## src/rtl/irq_exc_pkg.sv

```systemverilog
// Package: shared field positions and select codes for the interrupt
// exception control unit. Assumes at most eight request sources so the
// mask and pending fields fit in bits [15:8].
package irq_exc_pkg;
    typedef enum logic [1:0] {
        SEL_STATUS = 2'd0,
        SEL_CAUSE  = 2'd1,
        SEL_EPC    = 2'd2,
        SEL_NONE   = 2'd3
    } reg_sel_e;

    localparam int ST_IE    = 0;
    localparam int ST_EXL   = 1;
    localparam int ST_UM    = 4;
    localparam int FLD_LSB  = 8;
    localparam int CODE_LSB = 2;
    localparam int CODE_W   = 5;
    localparam logic [CODE_W-1:0] CODE_INT = '0;
endpackage

```

## src/rtl/irq_line_sampler.sv

```systemverilog
// Module: registers the external request lines through STAGES flops.
// Assumes the lines are already synchronous to clk; STAGES only sets the
// latency (1 by default).
module irq_line_sampler #(
    parameter int W      = 6,
    parameter int STAGES = 1
) (
    input  logic         clk,
    input  logic         rst_n,
    input  logic [W-1:0] lines_i,
    output logic [W-1:0] lines_o
);
    logic [W-1:0] stage_q [STAGES];

    for (genvar g = 0; g < STAGES; g++) begin : g_stage
        if (g == 0) begin : g_first
            // first stage: capture the raw levels each cycle
            always_ff @(posedge clk) begin
                if (!rst_n) stage_q[g] <= '0;
                else        stage_q[g] <= lines_i;
            end
        end else begin : g_next
            // later stages: shift the previous sample along
            always_ff @(posedge clk) begin
                if (!rst_n) stage_q[g] <= '0;
                else        stage_q[g] <= stage_q[g-1];
            end
        end
    end

    assign lines_o = stage_q[STAGES-1];
endmodule

```

## src/rtl/irq_take_logic.sv

```systemverilog
// Module: chooses what the unit does this cycle. The choices, highest
// priority first, are a synchronous exception, a return, or an interrupt.
// Purely combinational; assumes the pipeline holds fetch_ok_i high only at
// an instruction boundary.
module irq_take_logic #(
    parameter int N = 8
) (
    input  logic [N-1:0] pend_i,
    input  logic [N-1:0] mask_i,
    input  logic         ie_i,
    input  logic         exl_i,
    input  logic         fetch_ok_i,
    input  logic         sync_exc_i,
    input  logic         eret_i,
    output logic         take_irq_o,
    output logic         take_sync_o,
    output logic         take_eret_o
);
    logic qualified;

    // rank the three events and gate interrupts on enable, level and boundary
    always_comb begin
        qualified   = |(pend_i & mask_i) && ie_i && !exl_i;
        take_sync_o = sync_exc_i;
        take_eret_o = eret_i && !sync_exc_i;
        take_irq_o  = qualified && fetch_ok_i && !sync_exc_i && !eret_i;
    end
endmodule

```

## src/rtl/irq_cp_regs.sv

```systemverilog
// Module: status, cause and saved-PC registers with their software port.
// Hardware events override a software write to the same field in the same
// cycle. Assumes FLD_LSB + N_SW + N_HW <= 16 and XLEN >= 16.
module irq_cp_regs
    import irq_exc_pkg::*;
#(
    parameter int XLEN = 32,
    parameter int N_SW = 2,
    parameter int N_HW = 6,
    localparam int N   = N_SW + N_HW
) (
    input  logic              clk,
    input  logic              rst_n,
    input  logic [N_HW-1:0]   hw_pend_i,
    input  logic              take_irq_i,
    input  logic              take_sync_i,
    input  logic              take_eret_i,
    input  logic [CODE_W-1:0] sync_code_i,
    input  logic [XLEN-1:0]   pc_i,
    input  logic [1:0]        sel_i,
    input  logic              we_i,
    input  logic [XLEN-1:0]   wdata_i,
    output logic [XLEN-1:0]   rdata_o,
    output logic              ie_o,
    output logic              exl_o,
    output logic              um_o,
    output logic [N-1:0]      mask_o,
    output logic [N-1:0]      pend_o,
    output logic [XLEN-1:0]   epc_o
);
    logic              ie_q, exl_q, um_q;
    logic [N-1:0]      mask_q;
    logic [N_SW-1:0]   swp_q;
    logic [CODE_W-1:0] code_q;
    logic [XLEN-1:0]   epc_q;
    logic              wr_st, wr_ca, wr_epc, entry;

    assign wr_st  = we_i && (sel_i == SEL_STATUS);
    assign wr_ca  = we_i && (sel_i == SEL_CAUSE);
    assign wr_epc = we_i && (sel_i == SEL_EPC);
    assign entry  = take_irq_i || take_sync_i;

    // status fields: software write first, hardware events override EXL
    always_ff @(posedge clk) begin
        if (!rst_n) begin
            ie_q   <= 1'b0;
            exl_q  <= 1'b0;
            um_q   <= 1'b0;
            mask_q <= '0;
        end else begin
            if (wr_st) begin
                ie_q   <= wdata_i[ST_IE];
                exl_q  <= wdata_i[ST_EXL];
                um_q   <= wdata_i[ST_UM];
                mask_q <= wdata_i[FLD_LSB +: N];
            end
            if (entry)            exl_q <= 1'b1;
            else if (take_eret_i) exl_q <= 1'b0;
        end
    end

    // cause fields: software request bits, and the code written on entry
    always_ff @(posedge clk) begin
        if (!rst_n) begin
            swp_q  <= '0;
            code_q <= '0;
        end else begin
            if (wr_ca)            swp_q  <= wdata_i[FLD_LSB +: N_SW];
            if (take_sync_i)      code_q <= sync_code_i;
            else if (take_irq_i)  code_q <= CODE_INT;
        end
    end

    // saved PC: software write, overridden by exception entry
    always_ff @(posedge clk) begin
        if (!rst_n)      epc_q <= '0;
        else if (entry)  epc_q <= pc_i;
        else if (wr_epc) epc_q <= wdata_i;
    end

    // read mux: assemble the addressed register word
    always_comb begin
        rdata_o = '0;
        unique case (sel_i)
            SEL_STATUS: begin
                rdata_o[ST_IE]        = ie_q;
                rdata_o[ST_EXL]       = exl_q;
                rdata_o[ST_UM]        = um_q;
                rdata_o[FLD_LSB +: N] = mask_q;
            end
            SEL_CAUSE: begin
                rdata_o[CODE_LSB +: CODE_W] = code_q;
                rdata_o[FLD_LSB +: N]       = {hw_pend_i, swp_q};
            end
            SEL_EPC:  rdata_o = epc_q;
            default:  rdata_o = '0;
        endcase
    end

    assign ie_o   = ie_q;
    assign exl_o  = exl_q;
    assign um_o   = um_q;
    assign mask_o = mask_q;
    assign pend_o = {hw_pend_i, swp_q};
    assign epc_o  = epc_q;
endmodule

```

## src/rtl/irq_exc_ctrl.sv

```systemverilog
// Module: interrupt exception control unit (top). Samples the request lines,
// decides entry or return, and drives the fetch redirect. Assumes the
// pipeline acts on redirect_o and kill_o in the cycle they are high.
module irq_exc_ctrl
    import irq_exc_pkg::*;
#(
    parameter int XLEN        = 32,
    parameter int N_HW        = 6,
    parameter int N_SW        = 2,
    parameter int SYNC_STAGES = 1,
    parameter logic [XLEN-1:0] EXC_VECTOR = 32'h8000_0180
) (
    input  logic              clk,
    input  logic              rst_n,
    input  logic [N_HW-1:0]   hw_irq_i,
    input  logic              fetch_ok_i,
    input  logic [XLEN-1:0]   cur_pc_i,
    input  logic              sync_exc_i,
    input  logic [CODE_W-1:0] sync_code_i,
    input  logic              eret_i,
    input  logic [1:0]        reg_sel_i,
    input  logic              reg_we_i,
    input  logic [XLEN-1:0]   reg_wdata_i,
    output logic [XLEN-1:0]   reg_rdata_o,
    output logic              redirect_o,
    output logic [XLEN-1:0]   redirect_pc_o,
    output logic              kill_o,
    output logic              exl_o,
    output logic              kernel_o
);
    localparam int N = N_SW + N_HW;

    logic [N_HW-1:0] hw_pend;
    logic [N-1:0]    pend, mask;
    logic [XLEN-1:0] epc;
    logic            ie, exl, um;
    logic            take_irq, take_sync, take_eret;

    irq_line_sampler #(.W(N_HW), .STAGES(SYNC_STAGES)) u_sampler (
        .clk(clk), .rst_n(rst_n), .lines_i(hw_irq_i), .lines_o(hw_pend)
    );

    irq_take_logic #(.N(N)) u_take (
        .pend_i(pend), .mask_i(mask), .ie_i(ie), .exl_i(exl),
        .fetch_ok_i(fetch_ok_i), .sync_exc_i(sync_exc_i), .eret_i(eret_i),
        .take_irq_o(take_irq), .take_sync_o(take_sync), .take_eret_o(take_eret)
    );

    irq_cp_regs #(.XLEN(XLEN), .N_SW(N_SW), .N_HW(N_HW)) u_regs (
        .clk(clk), .rst_n(rst_n), .hw_pend_i(hw_pend),
        .take_irq_i(take_irq), .take_sync_i(take_sync), .take_eret_i(take_eret),
        .sync_code_i(sync_code_i), .pc_i(cur_pc_i),
        .sel_i(reg_sel_i), .we_i(reg_we_i), .wdata_i(reg_wdata_i),
        .rdata_o(reg_rdata_o), .ie_o(ie), .exl_o(exl), .um_o(um),
        .mask_o(mask), .pend_o(pend), .epc_o(epc)
    );

    // redirect path: vector on entry, saved PC on return
    always_comb begin
        redirect_o    = take_irq || take_sync || take_eret;
        kill_o        = take_irq || take_sync;
        redirect_pc_o = take_eret ? epc : EXC_VECTOR;
    end

    assign exl_o    = exl;
    assign kernel_o = exl || !um;
endmodule

```

## config.mk

```make
export PLATFORM = sky130hd
export DESIGN_NAME = irq_exc_ctrl
export DESIGN_NICKNAME = d
export VERILOG_FILES = /design/src/rtl/irq_exc_pkg.sv /design/src/rtl/irq_line_sampler.sv /design/src/rtl/irq_take_logic.sv /design/src/rtl/irq_cp_regs.sv /design/src/rtl/irq_exc_ctrl.sv
export SDC_FILE = /design/constraint.sdc
export NUM_CORES = 1
export LEC_CHECK = 0
export BUFFER_PORTS_ARGS = -buffer_cell sky130_fd_sc_hd__buf_2
export CORE_MARGIN = 2
export CORE_UTILIZATION = 25
export CTS_BUF_LIST = sky130_fd_sc_hd__clkbuf_2 sky130_fd_sc_hd__clkbuf_4 sky130_fd_sc_hd__clkbuf_8
export DETAILED_ROUTE_END_ITERATION = 7
export PLACE_DENSITY = 0.45
export SLEW_MARGIN = 10
export SYNTH_ARGS = -nofsm -noshare
export SYNTH_HDL_FRONTEND = slang
export SYNTH_SLANG_ARGS = --single-unit
```

## constraint.sdc

```tcl
create_clock -name clk -period 2 [get_ports clk]
set_input_delay 0.3 -clock clk [delete_from_list [all_inputs] [get_ports clk]]
set_output_delay 0.3 -clock clk [all_outputs]
set_load 0.02 [all_outputs]
```

After elaboration in Yosys (flattened, before gate mapping)
Memories as Yosys holds them, arrays and structs flattened.
Index checks and enable logic that the tools add are counted.
{ "op_classes": {"muxes": 19, "eq_ne": 2, "n_div": 0, "shifts": 0, "reduce_logical": 22, "bitwise": 1, "multipliers": 0, "order_cmp": 0, "addsub": 0} }
{ "ops": {"columns": ["op", "n"], "rows": [
  ["$mux W32", 3],
  ["$pmux W8 S3", 1],
  ["$mux W16", 1],
  ["$pmux W2 S2", 3],
  ["$mux W5", 2],
  ["$logic_and A1 B1 Y1", 9],
  ["$and A8 B8 Y8", 1],
  ["$reduce_or A8 Y1", 1],
  ["$mux W1", 7],
  ["$mux W6", 1],
  ["$reduce_or A6 Y1", 1],
  ["$logic_not A1 Y1", 4],
  ["$reduce_bool A2 Y1", 2],
  ["$logic_or A1 B1 Y1", 3],
  ["$pmux W1 S3", 1],
  ["$reduce_bool A3 Y1", 1],
  ["$eq A2 B1 Y1 const B", 1],
  ["$eq A2 B2 Y1 const B", 1],
  ["$logic_not A2 Y1", 1]
]} }
{ "totals": {"wordCells": 52, "ramBits": 6, "register_bits": 50, "n_memories": 1, "latch_bits": 0, "rom_bits": 0, "input_bits": 83} }
{ "memory_table": {"columns": ["memory", "words", "width", "rd", "rd_ports_with_merged_regs", "write_ports", "line_no", "rtl"], "rows": [
  ["u_sampler.stage_q", 1, 6, 1, 0, 1, "irq_line_sampler.sv:13", "logic [W-1:0] stage_q [STAGES];"]
]} }

Depth between registers and ports, before layout
Gate-level depths: netlist of run 1.
{ "logic_depth": {"word_depth": 9, "mapped_depth": 7} }

Hierarchy
From an unflattened synthesis of run 1, not the netlist that was laid out.
{ "hier_totals": {"hier_cells": 350, "area_unflattened_um2": 3015.4} }
{ "modules_own_cells": {"columns": ["module", "area_per_inst_um2", "cells_per_inst", "instances", "seq_area_each_um2"], "rows": [
  ["irq_cp_regs", 2544.9, 291, 1, 1001.0],
  ["irq_exc_ctrl", 235.2, 38, 1, 0.0],
  ["irq_line_sampler", 157.7, 12, 1, 120.1],
  ["irq_take_logic", 77.6, 9, 1, 0.0]
]} }

Worst setup path after synthesis of run 1
Ideal clock, no wire load.
{ "synth_path": {"path_type": "in2out", "from": "input reg_sel_i[0]", "to": "output reg_rdata_o[14]", "path_slack_ns": 0.262, "arrival_ns": 1.438, "path_stages": 6, "cell_sequence": "inv_1 -> ha_1 -> clkbuf_1 -> clkbuf_1 -> a222oi_1 -> nor2_1"} }
{ "synth_via": {"elab_chain_cells": 2, "elab_cells_between_ends": 4, "classes_between": "2 x eq/ne; 1 x mux; 1 x reduce/logical"} }
{ "synth_lines": {"columns": ["element", "line_no", "rtl"], "rows": [
  ["from (decl)", "irq_exc_ctrl.sv:21", "input logic [1:0] reg_sel_i,"],
  ["$eq A2 B2 Y1, or another cell as far along", "irq_cp_regs.sv:84", "unique case (sel_i)"],
  ["$pmux W8 S3 *", "irq_cp_regs.sv:84", null],
  ["to (decl)", "irq_exc_ctrl.sv:24", "output logic [XLEN-1:0] reg_rdata_o,"]
]} }
Mark *: on every way between the ends. The rest lies on a longest branch, timed or not.

==> results of run 1 <==
-- what timing repair did --
item                                    CTS  global route
gates resized for setup                   1             7
pin swaps                                 4             4
setup buffers                             3             0
endpoints found under the setup margin    2             3
-- how the worst max path moves through the flow --
stage | start | end | cells after the start
5_1_grt | u_sampler.stage_q[0][2]$_SDFF_PN0_ | redirect_o | 5
6_report | u_sampler.stage_q[0][2]$_SDFF_PN0_ | redirect_o | 5
3_5_place_dp | reg_sel_i[1] | reg_rdata_o[5] | 7
2_1_floorplan | reg_sel_i[0] | reg_rdata_o[14] | 6
3_3_place_gp | reg_sel_i[0] | reg_rdata_o[13] | 6
4_1_cts | u_regs.mask_o[4]$_SDFFE_PN0P_ | redirect_o | 5
-- registers in the layout, indices dropped and copies added, names as in the netlist --
name,flops
u_regs.swp_q,2
u_regs.mask_o,8
u_regs.code_q,5
u_regs.exl_o,1
u_sampler.stage_q,6
u_regs.ie_o,1
u_regs.um_o,1
u_regs.epc_o,32
-- layout make-up --
| class | instances | area, sq um |
|---|---|---|
| antenna | 1 | 2.50 |
| clock buffer | 5 | 68.8 |
| clock inverter | 3 | 46.3 |
| fill | 1375 | 8300 |
| inverter | 3 | 11.3 |
| multi-input combinational | 252 | 1890 |
| sequential | 56 | 1120 |
| tap | 172 | 215 |
| timing repair buffer | 171 | 956 |
-- per-layer routing --
metal	track usage	up-vias
met5	0	-
met4	0.0324	0
met3	0.0441	7
li1	-	1578
met2	0.276	122
met1	0.214	1564
-- logic make-up after synthesis --
group / count (synthesis)
AO/OA/AOI/OAI: 103
adder cells (fa/ha/maj): 4
buffers and inverters: 45
flip-flops: 56
AND/OR/NAND/NOR: 145
-- stage by stage --
stage,cells,setup TNS [ps],hold slack (ps),worst slack [ps],instance area [sq um]
2_1_floorplan,353,0,427,262,3220
3_3_place_gp,651,0,475,121,4150
3_5_place_dp,651,0,488,135,4150
4_1_cts,662,0,159,0.612,4290
5_1_grt,662,-23.9,165,-23.9,4310
6_report,663,0,175,40.9,4320
-- cell usage after synthesis (3+ instances only) --
cell and number:
sky130_fd_sc_hd__buf_2 9, sky130_fd_sc_hd__nand3b_1 5, sky130_fd_sc_hd__nand3_1 7, sky130_fd_sc_hd__buf_6 6
sky130_fd_sc_hd__nor2_1 9, sky130_fd_sc_hd__nand2b_1 4, sky130_fd_sc_hd__a222oi_1 9, sky130_fd_sc_hd__clkbuf_1 25
sky130_fd_sc_hd__a22oi_2 4, sky130_fd_sc_hd__and3_1 32, sky130_fd_sc_hd__a211o_1 32, sky130_fd_sc_hd__nand2_1 26
sky130_fd_sc_hd__nor2b_1 5, sky130_fd_sc_hd__dfxtp_1 56, sky130_fd_sc_hd__ha_1 4, sky130_fd_sc_hd__o221a_1 31
sky130_fd_sc_hd__o21ai_0 5, sky130_fd_sc_hd__a22oi_1 4, sky130_fd_sc_hd__inv_1 3, sky130_fd_sc_hd__a21boi_0 12
sky130_fd_sc_hd__and2_1 53
-- report_power, final --
part / switching (uW) / total [uW] / internal [uW]
logic: 294 / 552 / 258
registers: 53.3 / 1240 / 1190
clock network: 425 / 806 / 381
total: 773 / 2600 / 1820
==> implementation parameters, run 1 <==
Parameter                              Value

Setup path
  Crit path launch type ... flop
  Required time of the worst setup path ... 1700 ps
  Worst Path Max Fanout ... 2
  Cell family with the largest share of critical-path delay ... compound AO/OA/AOI/OAI gates
  Cell occurring most often along the worst timing path ... sky130_fd_sc_hd__buf_6
  Kind of critical path ... flop to output pin
  Beginning of the worst register-to-register path ... u_regs.exl_o$_SDFFE_PN0P_
  Category of the worst setup path capture point ... output pin
  Flop2flop setup slack ... 230 ps
  CP bufs+invs ... 2
  Register-to-Register Path Depth ... 7
  Endpoint of the lowest-slack register-to-register path ... u_regs.epc_o[28]$_SDFFE_PN0P_
  Cell-by-cell listing of the critical path ... a22oi_2, a41oi_4, buf_6, or3_4, buf_6
  Critical path's largest stage delay ... 340 ps
  Critical-path top delay cell ... sky130_fd_sc_hd__dfxtp_2
  Arr. time, crit path ... 1660 ps

Routing
  Total iterations of the first detailed-routing run ... 5
  Vias after detailed routing ... 3271
  Detailed route wirelength on metal3 ... 741 um
  Routed wirelength normalized by instance count ... 17.3 um
  Met1 routed wirelength after detailed routing ... 5.24 mm
  Met2 Routed Length ... 5.41 mm
  Final wirelength ... 11.5 mm
  Drt initial violations ... 285
  Remaining number of nets flagged by the antenna check after routing ... 0
  Top routing layer in use ... met4
  Total DRC errors in the routed layout ... 0
  Detail-routed via count per cell ... 4.93

Logic synthesis
  Ranking of synthesized cells by area ... sky130_fd_sc_hd__dfxtp_1 (35%), sky130_fd_sc_hd__o221a_1 (11%), sky130_fd_sc_hd__and2_1 (10%)
  Sequential share of the synthesized area ... 0.348
  Count of unique library cells instantiated by Yosys ... 32
  Number of flops mapped to enable cells by yosys ... 0
  Main flop type after synthesis ... sky130_fd_sc_hd__dfxtp_1
  Proportion of synthesized area in mux cells ... 0
  Async S/R FF share, synth ... 0
  Combinational family with the most area after synthesis ... compound AO/OA/AOI/OAI gates
  Number of warning messages in the yosys log ... 0
  Count of mapped cells out of synthesis ... 353
  Net count after synthesis ... 440
  Combined area of all synthesized cells ... 3220 sq um
  Complex-gate fraction of the synthesized area ... 0.305
  Fraction of the mapped netlist area in simple logic gates ... 0.262
  Average instance area after synthesis ... 9.13 sq um
  Post-synthesis adder-cell area fraction ... 0.0155
  Biggest area consumer among synthesized cells ... sky130_fd_sc_hd__dfxtp_1
  Xor/xnor share of the synthesized area ... 0
  Synthesis-stage register bit count ... 56
  Share of Yosys cell area claimed by the top area cell type ... 0.348

Global routing
  Wire length of the first global-routing pass ... 18.3 mm
  All-layer global routing usage ... 0.165
  Initial antenna violation count ... 1
  Via count of the first global-routing pass ... 3350
  Global route overflow ... 0
  Largest net degree at the start of global routing ... 62

Clock tree
  Number of hold buffers added after CTS ... 0
  Buffer cell driving the clock tree root ... sky130_fd_sc_hd__clkbuf_8
  Worst-Skew Late Latency ... 320 ps
  CTS H-tree depth ... 2
  Maximum number of buffers from clock root to sink ... 2
  Clock sinks ... 56
  Clock transition at the registers of the reported paths ... 120 ps
  Cts bufs inserted ... 5
  TritonCTS clock tree ... built

Min path
  Type of the worst min-delay path ... primary input to flop
  Number of stages on the worst hold path ... 2
  Beginning of the worst hold path ... hw_irq_i[4]
  Worst-case hold path end point ... u_sampler.stage_q[0][4]$_SDFF_PN0_

Cells and area
  Commonest non-fill, non-tap cell in the layout ... sky130_fd_sc_hd__buf_2
  Top library cells by usage in the layout, fill and taps aside ... sky130_fd_sc_hd__buf_2 (149), sky130_fd_sc_hd__dfxtp_1 (54), sky130_fd_sc_hd__and2_1 (53)
  Fraction of layout instances using a drive strength above 1 ... 0.398
  Area delta synth->final ... 33.8%
  Final Net Count ... 576
  Post-Route Utilization ... 0.342

Timing
  Max-slew violation count ... 0
  Maximum frequency from static timing analysis ... 0.510 GHz
  Slew headroom ... 0.720
  Share of the clock period used by the worst path after layout ... 0.980
  Slew @ Worst Pin ... 419 ps
  Final Hold Fails ... 0
  Setup repair after global routing missed its margin ... yes
  Clock period minus final worst setup slack ... 1960 ps
  Setup clock skew after layout ... 13.8 ps
  Final setup violation count ... 0

Die
  Number of I/O pins ... 151
  Starting density of the core ... 0.256
  CORE AREA ... 12600 sq um
  Area of the die ... 13800 sq um
  Width of the die ... 118 um
  Die span in y ... 118 um
  Number of core rows ... 41

Flow run
  Number of max-capacitance violations reported ... 0

Run status
  Run status ... complete, no violations

Power
  Power per standard cell area ... 602 nW/um^2
  Overall power consumption ... 2600 uW
  Static leakage ... 0.00213 uW
  Maximum VDD drop ... 0.256 mV

Placed design
  Total half-perimeter wirelength after legalization and detailed placement ... 8.08 mm
  Routability-driven placement congestion ratio ... 0.789
  Port bufs ... 150
Power figures use the tool's default switching activity.
==> run 2: changes to the inputs <==
--- a/config.mk
+++ b/config.mk
@@ -7,10 +7,10 @@
 export LEC_CHECK = 0
 export BUFFER_PORTS_ARGS = -buffer_cell sky130_fd_sc_hd__buf_2
 export CORE_MARGIN = 2
-export CORE_UTILIZATION = 25
+export CORE_UTILIZATION = 48
 export CTS_BUF_LIST = sky130_fd_sc_hd__clkbuf_2 sky130_fd_sc_hd__clkbuf_4 sky130_fd_sc_hd__clkbuf_8
 export DETAILED_ROUTE_END_ITERATION = 7
-export PLACE_DENSITY = 0.45
+export PLACE_DENSITY = 0.79
 export SLEW_MARGIN = 10
 export SYNTH_ARGS = -nofsm -noshare
 export SYNTH_HDL_FRONTEND = slang
==> run 2 against run 1 <==
Net effect: sequential share of layout area grew 1.0 points; flip-flop and latch count is the same; wire length shrank 15%; first-iteration DRC count shrank 4.2%; worst setup slack lost 2.0 ps; largest cell class unchanged; cell area shrank 3.5%; largest power group unchanged; die area shrank 47%; critical path depth is the same; power shrank 7.2%; cell count shrank 14%; clock skew shrank 7.2 ps; utilization grew 31 points.
==> implementation parameters, run 2 (synthesized netlist as in run 1, its figures left out) <==
Parameter                              Value

Run status
  Run status ... complete, no violations

Setup path
  Register-to-Register Path Depth ... 6 (-1)
  Kind of critical path ... flop to output pin
  Worst Path Max Fanout ... 3 (+1)
  Cell family with the largest share of critical-path delay ... compound AO/OA/AOI/OAI gates
  Category of the worst setup path capture point ... output pin
  Crit path from ... u_sampler.stage_q[0][1]$_SDFF_PN0_
  Critical path's largest stage delay ... 340 ps (about the same)
  Beginning of the worst register-to-register path ... u_regs.exl_o$_SDFFE_PN0P_
  Required time of the worst setup path ... 1700 ps (about the same)
  Flop2flop setup slack ... 230 ps (about the same)
  Crit path launch type ... flop
  Arr. time, crit path ... 1660 ps (about the same)
  Critical-path top delay cell ... sky130_fd_sc_hd__dfxtp_2
  Cell occurring most often along the worst timing path ... sky130_fd_sc_hd__buf_6
  CP bufs+invs ... 2 (unchanged)
  Cell-by-cell listing of the critical path ... a22oi_2, a41oi_4, buf_6, or3_1, buf_6
  Endpoint of the lowest-slack register-to-register path ... u_regs.epc_o[8]$_SDFFE_PN0P_

Power
  NetSw ... 696 uW (-9.9%)
  Net switching fraction of the power ... 0.289 (-0.00855)
  Power per standard cell area ... 578 nW/um^2 (-3.9%)
  Seq pwr share ... 0.514 (+0.037)
  Static leakage ... 0.00213 uW (+0.11%)
  Power Internal ... 1710 uW (-6.1%)
  Relative contribution of combinational cells to total power ... 0.221 (+0.008)
  Share of total power in the clock network ... 0.265 (-0.045)
  Overall power consumption ... 2410 uW (-7.2%)
  Maximum VDD drop ... 0.277 mV (+8.1%)

Min path
  Type of the worst min-delay path ... primary input to flop
  Worst-case hold path end point ... u_sampler.stage_q[0][1]$_SDFF_PN0_
  Beginning of the worst hold path ... hw_irq_i[1]
  Number of stages on the worst hold path ... 2 (unchanged)

Flow run
  Number of max-capacitance violations reported ... 0 (unchanged)

Die
  Starting density of the core ... 0.502 (+0.247)
  Width of the die ... 86.0 um (-27%)
  Number of I/O pins ... 151 (unchanged)
  Number of core rows ... 29 (-29%)
  CORE AREA ... 6420 sq um (-49%)
  Die span in y ... 86.0 um (-27%)
  Area of the die ... 7390 sq um (-47%)

Cells and area
  Top library cells by usage in the layout, fill and taps aside ... sky130_fd_sc_hd__buf_2 (149), sky130_fd_sc_hd__and2_1 (53), sky130_fd_sc_hd__dfxtp_1 (51)
  Area delta synth->final ... 29.2%
  Filler Cells Inserted ... 579 (-58%)
  Fraction of layout instances using a drive strength above 1 ... 0.402 (+0.00366)
  Final Net Count ... 579 (+0.52%)
  Largest register FFs ... 32 (unchanged)
  Post-Route Utilization ... 0.649 (+0.307)
  Final antenna diode count ... 0 (-1)
  Commonest non-fill, non-tap cell in the layout ... sky130_fd_sc_hd__buf_2

Global routing
  All-layer global routing usage ... 0.254 (+0.0887)
  Via count of the first global-routing pass ... 3173 (-5.3%)
  Wire length of the first global-routing pass ... 15.3 mm (-16%)
  Global route overflow ... 0 (unchanged)
  Largest net degree at the start of global routing ... 62 (unchanged)
  Initial antenna violation count ... 0 (-1)

Timing
  Clock period minus final worst setup slack ... 1960 ps (+2.00 ps)
  Final Hold Fails ... 0 (unchanged)
  Maximum frequency from static timing analysis ... 0.510 GHz (-0.10%)
  Share of the clock period used by the worst path after layout ... 0.981 (+0.000998)
  Slew headroom ... 0.597 (-0.123)
  Total negative setup slack ... 0 ps (unchanged)
  Final setup violation count ... 0 (unchanged)
  Slew @ Worst Pin ... 603 ps (+184 ps)
  Max-slew violation count ... 0 (unchanged)
  Setup repair after global routing missed its margin ... no
  Setup clock skew after layout ... 6.66 ps (-7.16 ps)

Clock tree
  Clock sinks ... 56 (unchanged)
  CTS H-tree depth ... 2 (unchanged)
  Maximum number of buffers from clock root to sink ... 2 (unchanged)
  Worst-Skew Late Latency ... 300 ps (-20 ps)
  Clock transition at the registers of the reported paths ... 100 ps (-20 ps)
  Cts bufs inserted ... 5 (unchanged)
  Buffer cell driving the clock tree root ... sky130_fd_sc_hd__clkbuf_8
  TritonCTS clock tree ... built

Routing
  Total iterations of the first detailed-routing run ... 5 (unchanged)
  Final wirelength ... 9.72 mm (-15%)
  Total DRC errors in the routed layout ... 0 (unchanged)
  Remaining number of nets flagged by the antenna check after routing ... 0 (unchanged)
  Vias after detailed routing ... 3338 (+2.0%)
  Drt initial violations ... 273 (-4.2%)
  Detail-routed via count per cell ... 5.86 (+19%)
  Routed wirelength normalized by instance count ... 17.1 um (-1.7%)

Placed design
  Port bufs ... 150 (unchanged)
  Routability-driven placement congestion ratio ... 0.856 (+8.5%)
  Total half-perimeter wirelength after legalization and detailed placement ... 6.55 mm (-19%)
run 2: cell count changes in the layout (fill, tap and decap cells not counted), sizes merged:
cell    before  now
nor2        10   11
clkinv       1    2
buf        171  173
clkbuf       5    6
bufinv       1    0
diode        1    0
inv          4    3
run 2: metal layers:
metal / up-vias / track usage / part of all wire
met2: 143 / 0.434 / 0.50
met1: 1600 / 0.322 / 0.43
met5: - / 0 / 0
li1: 1583 / - / -
met3: 12 / 0.0452 / 0.060
met4: 0 / 0.0823 / 0.013
run 2: worst max path at each step:
stage	endpoint	slack, ps	depth (start not counted)
2_1_floorplan	reg_rdata_o[14]	260	6
3_3_place_gp	redirect_pc_o[13]	60	4
3_5_place_dp	redirect_pc_o[2]	20	4
4_1_cts	redirect_o	5	5
5_1_grt	redirect_o	1	5
6_report	redirect_o	40	5
run 2: layout make-up:
| type | count | area (sq um) | area share |
|---|---|---|---|
| Sequential cell | 56 | 1130 | 0.271 |
| Inverter | 3 | 11.3 | 0.00270 |
| Tap cell | 77 | 96.3 | 0.0231 |
| Clock inverter | 2 | 10.0 | 0.00240 |
| Multi-Input combinational cell | 253 | 1890 | 0.454 |
| Clock buffer | 6 | 82.6 | 0.0198 |
| Timing Repair Buffer | 173 | 946 | 0.227 |
run 2: through the flow:
| step | hold slack, ps | std cells | area [sq um] | setup slack [ps] |
|---|---|---|---|---|
| 2_1_floorplan | 427 | 353 | 3220 | 262 |
| 3_3_place_gp | 476 | 550 | 3960 | 60.0 |
| 3_5_place_dp | 481 | 550 | 3960 | 24.5 |
| 4_1_cts | 191 | 564 | 4110 | 4.52 |
| 5_1_grt | 182 | 570 | 4170 | 0.975 |
| 6_report | 196 | 570 | 4170 | 38.9 |
run 2: power by group through the flow:
stage / sequential [uW] / combinational (uW) / clock, uW
finish: 1240 / 533 / 639
global route: 1250 / 577 / 695
CTS: 1240 / 521 / 657
detailed placement: 1260 / 515 / 0
global placement: 1260 / 505 / 0
floorplan: 1250 / 331 / 0
run 2: timing repair:
item	CTS	global route
gates resized for setup	5	4
setup endpoints to repair	2	34
pin swaps	5	4
buffers inserted	5	6
hold buffers	0	0
cloned	1	0
run 2: worst register-to-register path: stages (launching register included):
cell                        delay, ps
sky130_fd_sc_hd__dfxtp_1          370
sky130_fd_sc_hd__nand4bb_4        220
sky130_fd_sc_hd__a41oi_4          230
sky130_fd_sc_hd__buf_6            140
sky130_fd_sc_hd__buf_4            180
sky130_fd_sc_hd__buf_4            330
sky130_fd_sc_hd__o221a_1          250
==> run 3: changes to the inputs <==
--- a/config.mk
+++ b/config.mk
@@ -6,11 +6,12 @@
 export NUM_CORES = 1
 export LEC_CHECK = 0
 export BUFFER_PORTS_ARGS = -buffer_cell sky130_fd_sc_hd__buf_2
+export CORE_ASPECT_RATIO = 1.5
 export CORE_MARGIN = 2
 export CORE_UTILIZATION = 48
 export CTS_BUF_LIST = sky130_fd_sc_hd__clkbuf_2 sky130_fd_sc_hd__clkbuf_4 sky130_fd_sc_hd__clkbuf_8
 export DETAILED_ROUTE_END_ITERATION = 7
-export PLACE_DENSITY = 0.79
+export PLACE_DENSITY = 0.82
 export SLEW_MARGIN = 10
 export SYNTH_ARGS = -nofsm -noshare
 export SYNTH_HDL_FRONTEND = slang
==> run 3 against run 2 <==
Net effect: hold slack better by 0.76 ps; maximum frequency rose by 3.0%; first-iteration DRC count down 18%; via count up 0.27%; sequential power hardly changed; critical path depth shrank 1; die area grew 0.18%; largest cell class unchanged; largest power group unchanged; highest routed layer unchanged.
==> implementation parameters, run 3 (synthesized netlist as in run 1, its figures left out) <==
Parameter                              Value

Clock tree
  Clock transition at the registers of the reported paths ... 90 ps (about the same)
  Worst-Skew Late Latency ... 310 ps (about the same)
  Number of hold buffers added after CTS ... 0 (unchanged)
  Cts bufs inserted ... 5 (unchanged)
  Buffer cell driving the clock tree root ... sky130_fd_sc_hd__clkbuf_8
  TritonCTS clock tree ... built
  Setup Fix Bufs, Post-CTS ... 1 (-4)
  Maximum number of buffers from clock root to sink ... 2 (unchanged)
  Clock sinks ... 56 (unchanged)
  Resized cells post-CTS ... 0 (-5)
  CTS H-tree depth ... 2 (unchanged)

Die
  Die span in y ... 104 um (+21%)
  Number of core rows ... 36 (+24%)
  CORE AREA ... 6490 sq um (+0.99%)
  Starting density of the core ... 0.497 (-0.00494)
  Number of I/O pins ... 151 (unchanged)
  Area of the die ... 7400 sq um (+0.18%)
  Width of the die ... 70.9 um (-17%)

Timing
  Clock period minus final worst setup slack ... 1900 ps (-57.3 ps)
  Total negative setup slack ... 0 ps (unchanged)
  Final Hold Fails ... 0 (unchanged)
  Share of the clock period used by the worst path after layout ... 0.952 (-0.0287)
  Max-slew violation count ... 0 (unchanged)
  Final setup violation count ... 0 (unchanged)
  Setup repair after global routing missed its margin ... no
  Slew headroom ... 0.612 (+0.0152)
  Slew @ Worst Pin ... 581 ps (-22.1 ps)
  Setup clock skew after layout ... 4.58 ps (-2.08 ps)
  Maximum frequency from static timing analysis ... 0.525 GHz (+3.0%)

Routing
  Remaining number of nets flagged by the antenna check after routing ... 0 (unchanged)
  Total DRC errors in the routed layout ... 0 (unchanged)
  Drt initial violations ... 225 (-18%)
  Detail-routed via count per cell ... 5.94 (+1.5%)
  Total iterations of the first detailed-routing run ... 6 (+1)
  Final wirelength ... 9.92 mm (+2.0%)
  Vias after detailed routing ... 3347 (+0.27%)
  Routed wirelength normalized by instance count ... 17.6 um (+3.3%)

Flow run
  Number of max-capacitance violations reported ... 0 (unchanged)

Cells and area
  Top library cells by usage in the layout, fill and taps aside ... sky130_fd_sc_hd__buf_2 (150), sky130_fd_sc_hd__dfxtp_1 (56), sky130_fd_sc_hd__and2_1 (53)
  Area delta synth->final ... 27.7%
  Final Net Count ... 573 (-1.0%)
  Fraction of layout instances using a drive strength above 1 ... 0.384 (-0.0176)
  Final antenna diode count ... 0 (unchanged)
  Post-Route Utilization ... 0.635 (-0.0141)
  Largest register FFs ... 32 (unchanged)
  Commonest non-fill, non-tap cell in the layout ... sky130_fd_sc_hd__buf_2

Power
  Static leakage ... 0.00210 uW (-1.7%)
  Maximum VDD drop ... 0.361 mV (+31%)
  Power per standard cell area ... 593 nW/um^2 (+2.5%)
  Overall power consumption ... 2440 uW (+1.3%)

Placed design
  Port bufs ... 150 (unchanged)
  Routability-driven placement congestion ratio ... 0.852 (-0.50%)
  Total half-perimeter wirelength after legalization and detailed placement ... 7.21 mm (+10%)

Setup path
  Kind of critical path ... flop to output pin
  Category of the worst setup path capture point ... output pin
  Required time of the worst setup path ... 1700 ps (about the same)
  Register-to-Register Path Depth ... 6 (unchanged)
  Worst Path Max Fanout ... 5 (+2)
  Arr. time, crit path ... 1600 ps (-60 ps)
  Crit path launch type ... flop

Global routing
  All-layer global routing usage ... 0.256 (+0.00260)
  Via count of the first global-routing pass ... 3221 (+1.5%)
  Largest net degree at the start of global routing ... 33 (-47%)
  Global route overflow ... 0 (unchanged)
  Wire length of the first global-routing pass ... 15.5 mm (+1.2%)
  Initial antenna violation count ... 0 (unchanged)

Min path
  Type of the worst min-delay path ... primary input to flop
  Number of stages on the worst hold path ... 2 (unchanged)

Run status
  Run status ... complete, no violations
run 3: final timing paths:
| path | end | slack, ps | start |
|---|---|---|---|
| setup reg to reg | u_regs.epc_o[13]$_SDFFE_PN0P_ | 290 | u_regs.exl_o$_SDFFE_PN0P_ |
| hold / removal | u_sampler.stage_q[0][2]$_SDFF_PN0_ | 200 | hw_irq_i[2] |
| setup / recovery | redirect_o | 100 | u_sampler.stage_q[0][2]$_SDFF_PN0_ |
| hold reg to reg | u_regs.swp_q[1]$_SDFFE_PN0P_ | 500 | u_regs.swp_q[1]$_SDFFE_PN0P_ |
run 3: critical path, cell delays in order (launching register included):
cell and delay (ps):
sky130_fd_sc_hd__dfxtp_1 340, sky130_fd_sc_hd__a22oi_2 250, sky130_fd_sc_hd__a41oi_4 200, sky130_fd_sc_hd__or3_1 340, sky130_fd_sc_hd__buf_2 170
run 3: layout make-up:
cell class	count	area, sq um
Fill cell	586	2370
Multi-Input combinational cell	253	1890
Sequential cell	56	1120
Timing Repair Buffer	167	903
Clock buffer	8	97.6
Tap cell	76	95.1
Inverter	3	11.3
run 3: layer usage:
| metal | track usage | wire, um |
|---|---|---|
| met5 | 0 | 0 |
| met3 | 0.0368 | 794 |
| met4 | 0.106 | 263 |
| met2 | 0.452 | 5120 |
| met1 | 0.303 | 3750 |
run 3: through the flow:
stage	hold WS (ps)	setup slack, ps	cells	instance area (sq um)
finish	196	96.2	563	4120
global route	191	16.2	563	4120
CTS	190	79.1	563	4120
detailed placement	482	89.8	553	4010
global placement	476	131	553	4010
floorplan	427	262	353	3220
run 3: where the power goes:
| part | leakage (uW) | switching (uW) | internal (uW) |
|---|---|---|---|
| clock | 0.0000523 | 355 | 311 |
| combinational | 0.00158 | 286 | 250 |
| sequential | 0.000463 | 55.3 | 1180 |
| total | 0.00210 | 696 | 1750 |
